## src/rtl/pres_pkg.sv

```systemverilog
package pres_pkg;
    localparam int BLK_W = 2;
    localparam int IDX_W = 3;
    localparam int LS_W  = 4;
    localparam int CAM_W = BLK_W + IDX_W;

    typedef enum logic [2:0] {
        ST_NONE    = 3'd0,
        ST_SIGNAL  = 3'd1,
        ST_NODISP  = 3'd2,
        ST_INVALID = 3'd3,
        ST_MISSING = 3'd4,
        ST_DUP     = 3'd5
    } status_e;

    typedef enum logic [1:0] {
        RING_USER = 2'd0,
        RING_OS   = 2'd1,
        RING_POOL = 2'd2,
        RING_PHYS = 2'd3
    } ring_e;

    typedef enum logic [1:0] {
        S_IDLE, S_LOOKUP, S_SCAN, S_DONE
    } state_e;

    typedef struct packed {
        logic             phys_v;
        logic [CAM_W-1:0] phys_cam;
        logic             pool_v;
        logic [CAM_W-1:0] pool_cam;
        logic             os_v;
        logic [CAM_W-1:0] os_cam;
        logic             user_v;
        logic [LS_W-1:0]  user_ls;
    } ctx_t;

    localparam int CTX_W = $bits(ctx_t);

    typedef struct packed {
        logic             fmt;
        logic [CAM_W-1:0] cam;
        logic             ign;
        logic [LS_W-1:0]  lserv;
    } req_t;

    function automatic logic [CAM_W-1:0] make_cam(input logic [BLK_W-1:0] b,
                                                  input logic [IDX_W-1:0] i);
        return {b, i};
    endfunction
endpackage

```

## src/rtl/pres_tgt_table.sv

```systemverilog
module pres_tgt_table
    import pres_pkg::*;
#(
    parameter int ENTRIES = 24
) (
    input  logic             clk,
    input  logic             rst,
    input  logic             wr_en,
    input  logic [CAM_W-1:0] wr_addr,
    input  logic             wr_valid,
    input  logic [CAM_W-1:0] rd_addr,
    output logic             rd_present,
    output logic             rd_valid
);
    logic vbits [ENTRIES];

    always_ff @(posedge clk) begin
        if (rst) begin
            for (int e = 0; e < ENTRIES; e++) vbits[e] <= 1'b0;
        end else if (wr_en && (int'(wr_addr) < ENTRIES)) begin
            vbits[wr_addr] <= wr_valid;
        end
    end

    always_comb begin
        rd_present = int'(rd_addr) < ENTRIES;
        rd_valid   = rd_present ? vbits[rd_addr] : 1'b0;
    end
endmodule

```

## src/rtl/pres_ctx_match.sv

```systemverilog
module pres_ctx_match
    import pres_pkg::*;
(
    input  ctx_t             ctx,
    input  logic             fmt,
    input  logic             ign,
    input  logic [CAM_W-1:0] cam,
    input  logic [LS_W-1:0]  lserv,
    output logic             hit,
    output logic [1:0]       ring
);
    always_comb begin
        hit  = 1'b0;
        ring = RING_USER;
        if (!fmt) begin
            if (!ign) begin
                if (ctx.phys_v && ctx.phys_cam == cam) begin
                    hit  = 1'b1;
                    ring = RING_PHYS;
                end else if (ctx.pool_v && ctx.pool_cam == cam) begin
                    hit  = 1'b1;
                    ring = RING_POOL;
                end else if (ctx.os_v && ctx.os_cam == cam) begin
                    hit  = 1'b1;
                    ring = RING_OS;
                end
            end
        end else if (ctx.os_v && ctx.os_cam == cam &&
                     ctx.user_v && ctx.user_ls == lserv) begin
            hit  = 1'b1;
            ring = RING_USER;
        end
    end
endmodule

```

## src/rtl/irq_presenter_scan.sv

```systemverilog
module irq_presenter_scan
    import pres_pkg::*;
#(
    parameter int NTHREADS = 4,
    parameter int ENTRIES  = 24,
    localparam int TID_W   = (NTHREADS > 1) ? $clog2(NTHREADS) : 1
) (
    input  logic                      clk,
    input  logic                      rst,
    input  logic                      req_valid,
    output logic                      req_ready,
    input  logic                      req_fmt,
    input  logic [BLK_W-1:0]          req_blk,
    input  logic [IDX_W-1:0]          req_idx,
    input  logic                      req_ign,
    input  logic [LS_W-1:0]           req_lserv,
    input  logic [NTHREADS-1:0]       thr_en,
    input  logic [NTHREADS*CTX_W-1:0] ctx_flat,
    input  logic                      tbl_we,
    input  logic [BLK_W-1:0]          tbl_blk,
    input  logic [IDX_W-1:0]          tbl_idx,
    input  logic                      tbl_valid,
    output logic                      done,
    output logic [2:0]                status,
    output logic [TID_W-1:0]          thr_id,
    output logic [1:0]                ring
);
    localparam logic [TID_W-1:0] LAST = TID_W'(NTHREADS - 1);

    state_e           state;
    req_t             rq;
    logic [TID_W-1:0] cnt;
    logic             found_q;
    logic [TID_W-1:0] win_thr;
    logic [1:0]       win_ring;
    logic [2:0]       status_q;
    logic [TID_W-1:0] thr_q;
    logic [1:0]       ring_q;

    logic             t_present, t_valid;
    logic [NTHREADS-1:0] hits;
    logic [1:0]       rings [NTHREADS];
    logic             cur_hit;
    logic [1:0]       cur_ring;

    pres_tgt_table #(.ENTRIES(ENTRIES)) u_table (
        .clk        (clk),
        .rst        (rst),
        .wr_en      (tbl_we),
        .wr_addr    (make_cam(tbl_blk, tbl_idx)),
        .wr_valid   (tbl_valid),
        .rd_addr    (rq.cam),
        .rd_present (t_present),
        .rd_valid   (t_valid)
    );

    for (genvar t = 0; t < NTHREADS; t++) begin : g_thr
        pres_ctx_match u_match (
            .ctx   (ctx_t'(ctx_flat[t*CTX_W +: CTX_W])),
            .fmt   (rq.fmt),
            .ign   (rq.ign),
            .cam   (rq.cam),
            .lserv (rq.lserv),
            .hit   (hits[t]),
            .ring  (rings[t])
        );
    end

    assign cur_hit  = hits[cnt] & thr_en[cnt];
    assign cur_ring = rings[cnt];

    always_ff @(posedge clk) begin
        if (rst) begin
            state    <= S_IDLE;
            rq       <= '0;
            cnt      <= '0;
            found_q  <= 1'b0;
            win_thr  <= '0;
            win_ring <= '0;
            status_q <= ST_NONE;
            thr_q    <= '0;
            ring_q   <= '0;
        end else begin
            case (state)
                S_IDLE: if (req_valid) begin
                    rq.fmt   <= req_fmt;
                    rq.cam   <= make_cam(req_blk, req_idx);
                    rq.ign   <= req_ign;
                    rq.lserv <= req_lserv;
                    cnt      <= '0;
                    found_q  <= 1'b0;
                    state    <= S_LOOKUP;
                end
                S_LOOKUP: begin
                    thr_q  <= '0;
                    ring_q <= '0;
                    if (!t_present) begin
                        status_q <= ST_MISSING;
                        state    <= S_DONE;
                    end else if (!t_valid) begin
                        status_q <= ST_INVALID;
                        state    <= S_DONE;
                    end else begin
                        state <= S_SCAN;
                    end
                end
                S_SCAN: begin
                    if (cur_hit && found_q) begin
                        status_q <= ST_DUP;
                        state    <= S_DONE;
                    end else begin
                        if (cur_hit) begin
                            found_q  <= 1'b1;
                            win_thr  <= cnt;
                            win_ring <= cur_ring;
                        end
                        if (cnt == LAST) begin
                            state <= S_DONE;
                            if (cur_hit) begin
                                status_q <= ST_SIGNAL;
                                thr_q    <= cnt;
                                ring_q   <= cur_ring;
                            end else if (found_q) begin
                                status_q <= ST_SIGNAL;
                                thr_q    <= win_thr;
                                ring_q   <= win_ring;
                            end else begin
                                status_q <= ST_NODISP;
                            end
                        end else begin
                            cnt <= cnt + 1'b1;
                        end
                    end
                end
                default: state <= S_IDLE;
            endcase
        end
    end

    assign req_ready = (state == S_IDLE);
    assign done      = (state == S_DONE);
    assign status    = status_q;
    assign thr_id    = thr_q;
    assign ring      = ring_q;
endmodule

```

## config.mk

```make
export PLATFORM = sky130hd
export DESIGN_NAME = irq_presenter_scan
export DESIGN_NICKNAME = d
export VERILOG_FILES = /design/src/rtl/pres_pkg.sv /design/src/rtl/pres_tgt_table.sv /design/src/rtl/pres_ctx_match.sv /design/src/rtl/irq_presenter_scan.sv
export SDC_FILE = /design/constraint.sdc
export NUM_CORES = 1
export LEC_CHECK = 0
export ABC_CLOCK_PERIOD_IN_PS = 9000
export BUFFER_PORTS_ARGS = -buffer_cell sky130_fd_sc_hd__buf_2
export CORE_MARGIN = 2
export CORE_UTILIZATION = 55
export CTS_CLUSTER_SIZE = 30
export DETAILED_ROUTE_END_ITERATION = 10
export HOLD_SLACK_MARGIN = 0.15
export PLACE_DENSITY = 0.86
export SETUP_SLACK_MARGIN = 0.3
export SLEW_MARGIN = 25
export SYNTH_ARGS = -nofsm -noshare
export SYNTH_HDL_FRONTEND = slang
export SYNTH_HIERARCHICAL = 1
export SYNTH_SLANG_ARGS = --single-unit
```

## constraint.sdc

```tcl
create_clock -name clk -period 9 [get_ports clk]
set_input_delay 0.45 -clock clk [delete_from_list [all_inputs] [get_ports clk]]
set_output_delay 0.45 -clock clk [all_outputs]
set_load 0.01 [all_outputs]
```

==> flow_summary_export.csv, run 1 <==
group,metric,value,unit
clocking,cts_resized,0,
yosys,synth_top_family_by_area,"compound AO/OA/AOI/OAI gates",
clocking,clockRootBuffer,"clkbuf_8",
drt,drt-initial-drc-count,207,
setup_path,arrival,3570,ps
setup_path,start_kind,"register",
cells_and_area,nets,661,
floorplan,die_x,87.4,um
placement,dp_hpwl,8210,um
setup_path,criticalPathCategory,"register to register",
floorplan,core,6760,sq um
drt,avgViaCountPerCell,6.00,
drt,wl,10500,um
timing,max_freq,293,MHz
yosys,yosys.area_share.simple,0.191,
timing,worst_slack,5580,ps
drt,vias,3711,
yosys,muxShareOfSynthArea,0.0691,
clocking,postCtsHoldBufs,0,
setup_path,end_kind,"register",
yosys,ys_seq_area_frac,0.330,
yosys,synthAdderAreaFrac,0.0196,
placement,io_buffer_count,125,
cells_and_area,n_antenna_cell,0,
yosys,yosysWarnings,6,
grt,gr-usage-all-layers,0.269,
drt,drc_errors,0,
floorplan,die_h,87.4,um
clocking,worstSkewPairLatency,310,ps
timing,rsz0062_at_grt,"false",
yosys,synth_cell_types,56,
setup_path,path_max_fanout,19,
timing,min_period,3420,ps
clocking,clk_transition_reported_paths,90,ps
cells_and_area,layout_commonest_cell,"buf_2",
pwr,p_leak,2.03,nW
clocking,clock-sinks,51,
placement,gp_congestion,0.884,
drt,ant_nets,0,
timing,period_share,0.380,
yosys,async_flop_share,0,
grt,grt_max_degree,55,
setup_path,crit_start,"rq[5]$_SDFFE_PP0P_",
yosys,synthCells,421,
floorplan,start_util,0.566,
yosys,synth_fp_nets,544,
grt,grt_pass1_vias,3509,
timing,slew_headroom,0.326,
setup_path,r2r-start,"rq[5]$_SDFFE_PP0P_",
floorplan,pin_count,126,
yosys,synth_compound_area_frac,0.196,
placement,dp_cells,611,
floorplan,fp.dieArea,7630,sq um
cells_and_area,layout_common_cells,"125 x buf_2, 52 x xor2_1, 44 x nor2_1, 37 x nand2_1, 29 x inv_1",
yosys,avgSynthCellArea,9.08,sq um
clocking,cts_buffers,5,
yosys,syn_area,3820,sq um
floorplan,num_rows,30,
yosys,synthXorXnorAreaFrac,0.147,
clocking,postCtsSetupBuffers,0,
placement,place_ws,5650,ps
yosys,synth_ff_type,"dfxtp_1",
setup_path,worstPathRequired,9160,ps
hold_path,holdCritStartpoint,"req_lserv[3]",
cells_and_area,post-route-util,0.676,
cells_and_area,fin_cells,619,
drt,wl_per_cell,16.9,um
timing,skew,8.09,ps
timing,finalSetupViolCount,0,
drt,dr.pass1.iters,5,
grt,antenna_found_initial,0,
pwr,p_total,0.000737,W
grt,grt_pass1_wl,16100,um
cells_and_area,drive_gt1_frac,0.278,
cells_and_area,syn_to_final_growth,19.4,%
job,max_cap_violations,0,
timing,hold_violations,0,
timing,tightest_slew,1010,ps
clocking,cts_tree,"built",
yosys,ys_ff_latch,51,
pwr,ir_worst_vdd,0.138,mV
clocking,clockBufferDepth,2,
pwr,power_density,162,nW/um^2
yosys,synth_enable_flop_cells,24,
hold_path,hold_class,"primary input to register",
outcome,outcome,"completed",
clocking,htree_num_levels,2,
timing,slew_violations,0,
timing,tns,0,ps
grt,grt-ovfl-total,0,
-- routing by layer --
metal	GRT usage	part of all wire
met1	0.317	0.39
met2	0.480	0.50
met3	0.0474	0.081
met4	0.110	0.030
met5	0	0
-- worst paths after layout --
kind / endpoint / slack [ps] / depth (start not counted)
max: thr_id[0]$_SDFFE_PP0P_ / 5580 / 10
max reg2reg: thr_id[0]$_SDFFE_PP0P_ / 5580 / 10
min: rq[3]$_SDFFE_PP0P_ / 370 / 3
min reg2reg: thr_id[0]$_SDFFE_PP0P_ / 470 / 2
-- critical path, cell delays in order, from the launching register on --
cell,delay (ps)
dfxtp_1,1000
xor2_1,140
nor4_1,280
and3_1,240
nor3_1,70
nor2_1,160
nand2_1,110
o31ai_2,500
nor3_1,120
o31ai_1,470
o32ai_1,180
-- area by class of cell --
| type | instances | area [sq um] |
|---|---|---|
| Multi-Input combinational cell | 326 | 2380 |
| Sequential cell | 51 | 1260 |
| Clock inverter | 3 | 20.0 |
| Clock buffer | 5 | 68.8 |
| Tap cell | 80 | 100 |
| Inverter | 29 | 109 |
| Timing Repair Buffer | 125 | 626 |
| Fill cell | 544 | 2190 |
-- metrics by stage --
step | hold WS [ps] | instance area [sq um]
final | 371 | 4560
after global placement | 450 | 4480
after global routing | 371 | 4560
after floorplan | 463 | 3820
after detailed placement | 455 | 4480
after CTS | 370 | 4560
-- kinds of logic after synthesis --
group,after synthesis
AO/OA/AOI/OAI,98
XOR/XNOR,64
adder cells (fa/ha/maj),6
flip-flops,51
multiplexers,14
AND/OR/NAND/NOR,144
buffers and inverters,44
-- where the power goes --
| part | internal (W) | switching [W] |
|---|---|---|
| clock network | 0.0000544 | 0.0000789 |
| registers | 0.000269 | 0.0000540 |
| logic | 0.000130 | 0.000152 |
| total | 0.000453 | 0.000285 |
-- sequential cells by signal, summed over array words and instances (netlist names) --
register,flops
ring,2
win_thr,2
cnt,2
found_q,1
state,2
u_table/vbits,24
rq,11
status,3
win_ring,2
thr_id,2
-- cells in the mapped netlist, types with 6 or more instances --
cell type / instances / share of area
dfxtp_1: 27 / 0.14
o21bai_1: 19 / 0.037
nand2_1: 37 / 0.036
o21a_1: 10 / 0.020
ha_1: 6 / 0.020
mux4_1: 6 / 0.041
xnor2_1: 12 / 0.027
and3_1: 8 / 0.013
xor2_1: 52 / 0.12
clkbuf_1: 11 / 0.011
o211ai_1: 8 / 0.016
a21oi_1: 18 / 0.024
nor4_1: 13 / 0.021
nor3_1: 11 / 0.014
edfxtp_1: 24 / 0.19
inv_1: 29 / 0.028
nor2_1: 44 / 0.043
Power figures use the tool's default switching activity.
==> run 2, diff against run 1 <==
--- a/config.mk
+++ b/config.mk
@@ -5,14 +5,14 @@
 export SDC_FILE = /design/constraint.sdc
 export NUM_CORES = 1
 export LEC_CHECK = 0
-export ABC_CLOCK_PERIOD_IN_PS = 9000
+export ABC_CLOCK_PERIOD_IN_PS = 3400
 export BUFFER_PORTS_ARGS = -buffer_cell sky130_fd_sc_hd__buf_2
 export CORE_MARGIN = 2
-export CORE_UTILIZATION = 55
+export CORE_UTILIZATION = 51
 export CTS_CLUSTER_SIZE = 30
 export DETAILED_ROUTE_END_ITERATION = 10
 export HOLD_SLACK_MARGIN = 0.15
-export PLACE_DENSITY = 0.86
+export PLACE_DENSITY = 0.8
 export SETUP_SLACK_MARGIN = 0.3
 export SLEW_MARGIN = 25
 export SYNTH_ARGS = -nofsm -noshare
==> constraint.sdc (replaced) <==
create_clock -name clk -period 3.4 [get_ports clk]
set_input_delay 0.17 -clock clk [delete_from_list [all_inputs] [get_ports clk]]
set_output_delay 0.17 -clock clk [all_outputs]
set_load 0.01 [all_outputs]
==> run 2 against run 1 <==
Against the previous run: final area grew 4.1%; clock power is 150% higher; worst setup slack lost 5100 ps; critical endpoint is now thr_id[1]$_SDFFE_PP0P_; clock skew fell by 4.8 ps.
==> flow_summary_export.csv, run 2 (same netlist as run 1, synthesis figures left out) <==
group,metric,value,unit
timing,hold_violations,0,
placement,io_buffer_count,125,
grt,grt_use_met2,0.463,
timing,tightest_slew,885,ps
clocking,htree_num_levels,2,
cells_and_area,largest_register_ffs,24,
clocking,clock-sinks,51,
grt,grt_pass1_vias,3657,
grt,gr-usage-all-layers,0.255,
job,max_cap_violations,0,
timing,rsz0062_at_grt,"false",
setup_path,path_max_fanout,18,
floorplan,die_x,90.6,um
clocking,worstSkewPairLatency,300,ps
cells_and_area,top_register,"u_table/vbits",
grt,antenna_found_initial,0,
pwr,ir_worst_vdd,0.428,mV
grt,gr-usage-met3,0.0401,
clocking,clockRootBuffer,"clkbuf_8",
setup_path,end_kind,"register",
floorplan,start_util,0.527,
cells_and_area,post-route-util,0.655,
setup_path,cpPeakStageDelay,410,ps
timing,period_share,0.857,
setup_path,worstPathRequired,3610,ps
drt,wl_per_cell,16.4,um
setup_path,arrival,3120,ps
setup_path,critPathTopFamily,"simple AND/OR/NAND/NOR gates",
drt,drc_errors,0,
timing,slew_headroom,0.410,
clocking,clockBufferDepth,2,
drt,wl,10700,um
timing,min_period,2910,ps
floorplan,pin_count,126,
cells_and_area,fillers,621,
clocking,cts_buffers,5,
floorplan,die_h,90.6,um
setup_path,criticalPathCategory,"register to register",
cells_and_area,drive_gt1_frac,0.285,
grt,grt_pass1_wl,17000,um
hold_path,hold_class,"primary input to register",
drt,avgViaCountPerCell,5.69,
floorplan,core,7250,sq um
grt,grt_max_degree,55,
timing,max_freq,343,MHz
grt,grt-ovfl-total,0,
cells_and_area,nets,677,
cells_and_area,design_area,4750,sq um
drt,ant_nets,0,
setup_path,crit_chain,"buf_4, xor2_1, nor4_1, and3_1, nor3_1, nor2_1, and4b_4, a41o_4, o21a_4, or3_4, o32ai_1",
setup_path,start_kind,"register",
outcome,outcome,"completed",
setup_path,crit_buf_inv,1,
drt,dr.pass1.iters,5,
pwr,p_leak,2.11,nW
cells_and_area,syn_to_final_growth,24.3,%
timing,finalSetupViolCount,0,
drt,vias,3718,
cells_and_area,layout_common_cells,"125 x buf_2, 52 x xor2_1, 44 x nor2_1, 37 x nand2_1, 29 x inv_1",
grt,grtUsageMet1,0.308,
placement,gp_congestion,0.813,
cells_and_area,layout_commonest_cell,"buf_2",
drt,drt-initial-drc-count,235,
clocking,clk_transition_reported_paths,90,ps
placement,dp_hpwl,8190,um
floorplan,fp.dieArea,8200,sq um
timing,slew_violations,0,
placement,place_area,4540,sq um
setup_path,cpMaxStageDelayCell,"or3_4",
clocking,cts_tree,"built",
timing,skew,3.33,ps
floorplan,num_rows,31,
timing,tns,0,ps
clocking,postCtsSetupBuffers,0,
grt,busiest_layer,"met2",
pwr,power_density,415,nW/um^2
cells_and_area,n_antenna_cell,0,
-- run 2: metal layers --
metal,part of all wire,vias to the layer above
li1,-,1793
met1,0.42,1765
met2,0.49,141
met3,0.068,19
met4,0.023,0
met5,0,-
-- run 2: timing repair --
item / 4_1_cts / 5_1_grt
endpoints found under the hold margin: 9 / 1
hold buffers: 9 / 1
setup endpoints to repair: 0 / 14
gates resized for setup: 0 / 7
-- run 2: cell type report --
type / instances / area, sq um / share of cell area
sequential: 51 / 1260 / 0.266
inverter: 29 / 109 / 0.0229
timing repair buffer: 141 / 778 / 0.164
clock inverter: 2 / 7.51 / 0.00158
clock buffer: 6 / 72.6 / 0.0153
multi-input combinational: 326 / 2390 / 0.504
tap: 99 / 124 / 0.0261
-- run 2: final timing paths --
kind / from / endpoint / slack, ps / cells after the start
worst max-delay path: rq[6]$_SDFFE_PP0P_ / thr_id[1]$_SDFFE_PP0P_ / 490 / 11
worst min-delay path: req_blk[0] / rq[8]$_SDFFE_PP0P_ / 180 / 3
worst max register to register: rq[6]$_SDFFE_PP0P_ / thr_id[1]$_SDFFE_PP0P_ / 490 / 11
worst min register to register: ring[1]$_SDFFE_PP0P_ / ring[1]$_SDFFE_PP0P_ / 460 / 2
-- run 2: stage by stage --
stage / power [W] / hold WS [ps] / std cells / setup slack, ps
after floorplan: 0.00136 / 306 / 421 / 512
after global placement: 0.00159 / 415 / 636 / 394
after detailed placement: 0.00162 / 420 / 636 / 337
after CTS: 0.00196 / 150 / 653 / 321
after global routing: 0.00210 / 183 / 654 / 312
final: 0.00197 / 181 / 654 / 487
-- run 2: power breakdown --
| part | internal (W) | leakage, nW | switching [W] |
|---|---|---|---|
| Clock | 0.000141 | 0.0403 | 0.000190 |
| Sequential | 0.000712 | 0.449 | 0.0000946 |
| Combinational | 0.000368 | 1.62 | 0.000465 |
-- run 2: tightest hold or removal path, cell delays in order --
cell and delay, ps:
buf_2 100, nand2_1 100, a21oi_1 70
